## config.mk

```make
export PLATFORM = sky130hd
export DESIGN_NAME = phase_err_counter
export DESIGN_NICKNAME = d
export VERILOG_FILES = /design/src/rtl/pd_pkg.sv /design/src/rtl/pd_bound_cmp.sv /design/src/rtl/pd_step_adder.sv /design/src/rtl/phase_err_counter.sv
export SDC_FILE = /design/constraint.sdc
export NUM_CORES = 1
export LEC_CHECK = 0
export CAP_MARGIN = 10
export CORE_MARGIN = 2
export CORE_UTILIZATION = 32
export CTS_CLUSTER_SIZE = 25
export DETAILED_ROUTE_END_ITERATION = 7
export GPL_ROUTABILITY_DRIVEN = 0
export MAX_ROUTING_LAYER = met4
export PLACE_DENSITY = 0.51
export SLEW_MARGIN = 20
export SYNTH_ARGS = -nofsm -noshare
export SYNTH_HDL_FRONTEND = slang
export SYNTH_SLANG_ARGS = --single-unit
```

## constraint.sdc

```tcl
create_clock -name clk -period 2 [get_ports clk]
set_input_delay 0.3 -clock clk [delete_from_list [all_inputs] [get_ports clk]]
set_output_delay 0.3 -clock clk [all_outputs]
set_load 0.02 [all_outputs]
```

## src/rtl/pd_pkg.sv

```systemverilog
package pd_pkg;
    localparam int PD_WIDTH_DEFAULT = 7;

    // Direction encoding on cnt_up
    typedef enum logic {
        DIR_DOWN = 1'b0,
        DIR_UP   = 1'b1
    } pd_dir_e;
endpackage

```

## src/rtl/pd_bound_cmp.sv

```systemverilog
module pd_bound_cmp #(
    parameter int W = pd_pkg::PD_WIDTH_DEFAULT
) (
    input  logic [W-1:0] value,
    output logic         at_top,
    output logic         at_bottom
);
    localparam logic [W-1:0] TOP_VAL    = {1'b0, {(W-1){1'b1}}};
    localparam logic [W-1:0] BOTTOM_VAL = {1'b1, {(W-1){1'b0}}};

    always_comb begin
        at_top    = (value == TOP_VAL);
        at_bottom = (value == BOTTOM_VAL);
    end
endmodule

```

## src/rtl/pd_step_adder.sv

```systemverilog
module pd_step_adder #(
    parameter int W = pd_pkg::PD_WIDTH_DEFAULT
) (
    input  logic [W-1:0] value,
    input  logic         dir_up,
    output logic [W-1:0] stepped
);
    localparam logic [W-1:0] PLUS_ONE  = {{(W-1){1'b0}}, 1'b1};
    localparam logic [W-1:0] MINUS_ONE = {W{1'b1}};

    logic [W-1:0] incr;

    // Down-count adds all-ones; the carry out falls off the W-bit sum.
    always_comb begin
        incr    = dir_up ? PLUS_ONE : MINUS_ONE;
        stepped = value + incr;
    end
endmodule

```

## src/rtl/phase_err_counter.sv

```systemverilog
module phase_err_counter #(
    parameter int W = pd_pkg::PD_WIDTH_DEFAULT
) (
    input  logic         clk,
    input  logic         rst,
    input  logic         cnt_en,
    input  logic         cnt_up,
    input  logic         interval_done,
    output logic [W-1:0] phase_err
);
    import pd_pkg::*;

    localparam logic [W-1:0] ZERO_VAL   = '0;
    localparam logic [W-1:0] TOP_VAL    = {1'b0, {(W-1){1'b1}}};
    localparam logic [W-1:0] BOTTOM_VAL = {1'b1, {(W-1){1'b0}}};
    localparam logic [W-1:0] ONE_VAL    = {{(W-1){1'b0}}, 1'b1};

    pd_dir_e      dir;
    logic [W-1:0] acc_q;
    logic [W-1:0] acc_stepped;
    logic [W-1:0] acc_next;
    logic         hit_top;
    logic         hit_bottom;
    logic         blocked;

    assign dir = pd_dir_e'(cnt_up);

    pd_bound_cmp #(.W(W)) u_bounds (
        .value     (acc_q),
        .at_top    (hit_top),
        .at_bottom (hit_bottom)
    );

    pd_step_adder #(.W(W)) u_adder (
        .value   (acc_q),
        .dir_up  (dir == DIR_UP),
        .stepped (acc_stepped)
    );

    // Hold multiplexer: keep the value when disabled or at the bound being pushed.
    always_comb begin
        blocked  = (dir == DIR_UP) ? hit_top : hit_bottom;
        acc_next = (cnt_en && !blocked) ? acc_stepped : acc_q;
    end

    always_ff @(posedge clk) begin
        if (rst) begin
            acc_q     <= ZERO_VAL;
            phase_err <= ZERO_VAL;
        end else if (interval_done) begin
            phase_err <= acc_next;
            acc_q     <= ZERO_VAL;
        end else begin
            acc_q     <= acc_next;
        end
    end

    // single steps away from the bounds
    assert_step_up_R2: assert property (@(posedge clk) disable iff (rst)
        (cnt_en && cnt_up && !interval_done && acc_q != TOP_VAL)
        |=> (acc_q == $past(acc_q) + ONE_VAL));
    assert_step_down_R2: assert property (@(posedge clk) disable iff (rst)
        (cnt_en && !cnt_up && !interval_done && acc_q != BOTTOM_VAL)
        |=> (acc_q == $past(acc_q) - ONE_VAL));

    // bounds hold
    assert_no_overflow_R3: assert property (@(posedge clk) disable iff (rst)
        (cnt_up && !interval_done && acc_q == TOP_VAL) |=> (acc_q == TOP_VAL));
    assert_no_underflow_R3: assert property (@(posedge clk) disable iff (rst)
        (!cnt_up && !interval_done && acc_q == BOTTOM_VAL) |=> (acc_q == BOTTOM_VAL));

    // frozen when disabled
    assert_idle_hold_R4: assert property (@(posedge clk) disable iff (rst)
        (!cnt_en && !interval_done) |=> $stable(acc_q));

    // output only moves on a strobe
    assert_output_hold_R5: assert property (@(posedge clk) disable iff (rst)
        !interval_done |=> $stable(phase_err));

    // strobe-cycle step included in the capture
    assert_capture_step_R6: assert property (@(posedge clk) disable iff (rst)
        (interval_done && cnt_en && cnt_up && acc_q != TOP_VAL)
        |=> (phase_err == $past(acc_q) + ONE_VAL));
    assert_capture_idle_R6: assert property (@(posedge clk) disable iff (rst)
        (interval_done && !cnt_en) |=> (phase_err == $past(acc_q)));

    // restart from zero
    assert_restart_R7: assert property (@(posedge clk) disable iff (rst)
        interval_done |=> (acc_q == ZERO_VAL));
endmodule

```

==> flow_metrics.env <==
export IMPL_ys_top_cells_by_area="dfxtp_1 36%, nor2_1 9.2%, ha_1 8.1%, a211oi_1 6.8%, mux2i_1 6.4%"
export IMPL_cap_violations=0
export IMPL_grt_max_degree=11
export IMPL_wl_met2_um=843
export IMPL_drt_wl_total_um=1760
export IMPL_synthesis_nets=97
export IMPL_drtIter0Drc=3
export IMPL_power_density_nw_per_um2=648
export IMPL_placed_area_um2=1010
export IMPL_grt_usage_pct=15.8
export IMPL_antenna_found_initial=0
export IMPL_syn_inst=86
export IMPL_yosysTopAreaCell="dfxtp_1"
export IMPL_setup_viol=0
export IMPL_grt_overflow_total=0
export IMPL_fp_dieH_um=53.3
export IMPL_syn_to_final_growth_pct=39.8
export IMPL_portBuffers=11
export IMPL_htreeDepth=1
export IMPL_crit_type="in2reg"
export IMPL_dieArea_um2=2840
export IMPL_vias_per_cell=4.99
export IMPL_syn_area_um2=777
export IMPL_cts_sinks=14
export IMPL_finalCritPeriodShare_pct=94.0
export IMPL_synth_top_area_share_pct=36.1
export IMPL_wl_per_cell_um=12.7
export IMPL_cts_tree="built"
export IMPL_die_w_um=53.3
export IMPL_synth_avg_cell_area_um2=9.03
export IMPL_start_util_pct=34.5
export IMPL_drv_slew=0
export IMPL_critPathLaunchType="input port"
export IMPL_grt_pass1_vias=733
export IMPL_fmaxAchievable_ghz=0.532
export IMPL_path_max_fanout=6
export IMPL_num_antenna_cells=0
export IMPL_cts_made_buffers=3
export IMPL_vias=689
export IMPL_fin_crit_ns=1.88
export IMPL_outcome="finished clean"
export IMPL_slew_limit_headroom_pct=82.0
export IMPL_max_vdd_ir_drop_mv=0.426
export IMPL_num_io_pins=12
export IMPL_rsz0062_at_grt="yes"
export IMPL_p_leak_uw=0.000451
export IMPL_synth_seq_area_share_pct=36.1
export IMPL_tns_ns=0
export IMPL_ys_warn_count=0
export IMPL_rows=17
export IMPL_cts_root_buf="clkbuf_4"
export IMPL_crit_arrival_ns=2.07
export IMPL_clock_skew_ns=0.00763
export IMPL_drt_antenna_violating_nets=0
export IMPL_drive_above_1_share_pct=20.9
export IMPL_finalHoldViolations=0
export IMPL_clk_pin_slew_ns=0.09
export IMPL_final_nets=122
export IMPL_synth_seq_cells=14
export IMPL_tightestPinTransition_ns=0.262
export IMPL_insertion_delay_ns=0.28
export IMPL_end_kind="flip-flop"
export IMPL_hold_path_class="reg2reg"
export IMPL_fin_area_um2=1090
export IMPL_required_ns=2.19
export IMPL_drc=0
export IMPL_ctsLongestPathBuffers=2
export IMPL_grt_pass1_wl_um=3150
export IMPL_firstDrtPassIters=4
export IMPL_wl_met1_um=839
export IMPL_dp_hpwl_um=1390
export IMPL_core_area_um2=2250
export IMPL_yosys_cell_types_count=27
export IMPL_dr_wl_met3_um=60
export IMPL_highest_layer="met4"
export IMPL_hold_buffers=0
export IMPL_post_cts_setup_buffer_count=0
## cells in the mapped netlist
cell        n
mux2i_1     5
and3b_1     2
or4b_1      1
nor3b_1     1
a21oi_1     3
o21bai_1    1
o31ai_1     2
a41oi_1     1
o211ai_1    1
o22ai_1     1
inv_1       3
ha_1        5
nor2_1     19
fa_1        1
a211oi_1    7
o2111ai_1   1
xor2_1      5
dfxtp_1    14
or2_2       1
xnor2_1     1
nand2_1     2
o31ai_4     1
clkbuf_1    2
nand2b_1    1
buf_1       1
o21ai_0     2
nand3_1     2
## registers in the layout, summed over array words and instances (netlist names)
register / cells
acc_q: 7
phase_err: 7
## cells in the final DEF, fill, tap and decap left out, types with 2 or more instances in the layout
| cell | Yosys | final |
|---|---|---|
| clkbuf_4 | 0 | 3 |
| mux2i_1 | 5 | 5 |
| xor2_1 | 5 | 5 |
| a211oi_2 | 0 | 2 |
| a211oi_1 | 7 | 5 |
| clkdlybuf4s50_1 | 0 | 10 |
| ha_4 | 0 | 2 |
| o21ai_0 | 2 | 2 |
| dfxtp_1 | 14 | 14 |
| and3b_1 | 2 | 2 |
| buf_4 | 0 | 11 |
| ha_1 | 5 | 3 |
| o31ai_1 | 2 | 2 |
| nor2_1 | 19 | 19 |
| nand3_1 | 2 | 2 |
| nand2_1 | 2 | 2 |
| inv_1 | 3 | 2 |
| a21oi_1 | 3 | 3 |
## worst max-delay path: stages
cell and delay, ns:
dlygate4sd2_1 0.25, inv_4 0.08, ha_1 0.33, a211oi_2 0.10, or4b_1 0.52, o2111ai_1 0.12
mux2i_1 0.13, a211oi_1 0.23
## final cells by class
cell class              instances  area (um2)
clock buffers                   4        36.3
fillers                       239        1170
inverters                       3        13.8
multi-input cells              66         509
flip-flops and latches         14         280
well taps                      28        35.0
repair buffers                 23         211
## routing by layer
metal | GRT usage (%) | vias up
li1 | - | 360
met1 | 17.9 | 317
met2 | 26.1 | 10
met3 | 5.37 | 2
met4 | 4.70 | 0
met5 | - | -
## cells by family (layout without fill, tap and decap cells)
kind of cell               after synthesis  count (layout)  synth area share [%]
AOI/OAI and AO/OA                       20              20                  19.6
and+or+nand+nor                         29              29                  17.6
buffers and inverters                    6              30                  2.90
adders and majority gates                6               6                  10.6
muxes                                    5               5                  6.44
xor gates and xnor gates                 6               6                  6.76
DFF                                     14              14                  36.1
## per-stage QoR
| stage | util, % | hold slack [ns] | total power [uW] | instances | setup WS, ns |
|---|---|---|---|---|---|
| 2_1_floorplan | - | 0.464 | 420 | 86 | 0.153 |
| 3_3_place_gp | 45.0 | 0.474 | 498 | 134 | -0.487 |
| 3_5_place_dp | 45.0 | 0.478 | 499 | 134 | -0.523 |
| 4_1_cts | 47.7 | 0.490 | 713 | 138 | 0.118 |
| 5_1_grt | 48.2 | 0.514 | 752 | 138 | -0.0239 |
| 6_report | 48.2 | 0.486 | 704 | 138 | 0.119 |
## worst paths after layout
check	start	to	slack, ns	cells past startpoint
max	cnt_up	phase_err[5]$_SDFFE_PP0P_	0.12	8
min	phase_err[1]$_SDFFE_PP0P_	phase_err[1]$_SDFFE_PP0P_	0.49	2
max reg2reg	acc_q[1]$_SDFF_PP0_	phase_err[5]$_SDFFE_PP0P_	0.14	6
min reg2reg	phase_err[1]$_SDFFE_PP0P_	phase_err[1]$_SDFFE_PP0P_	0.49	2
## where the power goes
group	total [uW]	internal [uW]	switching (uW)
Sequential	307	296	11.1
Combinational	195	96.3	98.4
Clock	202	111	91.0
## timing repair
action / CTS / global route
cloned: 0 / 0
resized for setup: 5 / 2
endpoints found under the setup margin: 14 / 4
Note: power is estimated with default switching activity, not from simulation.
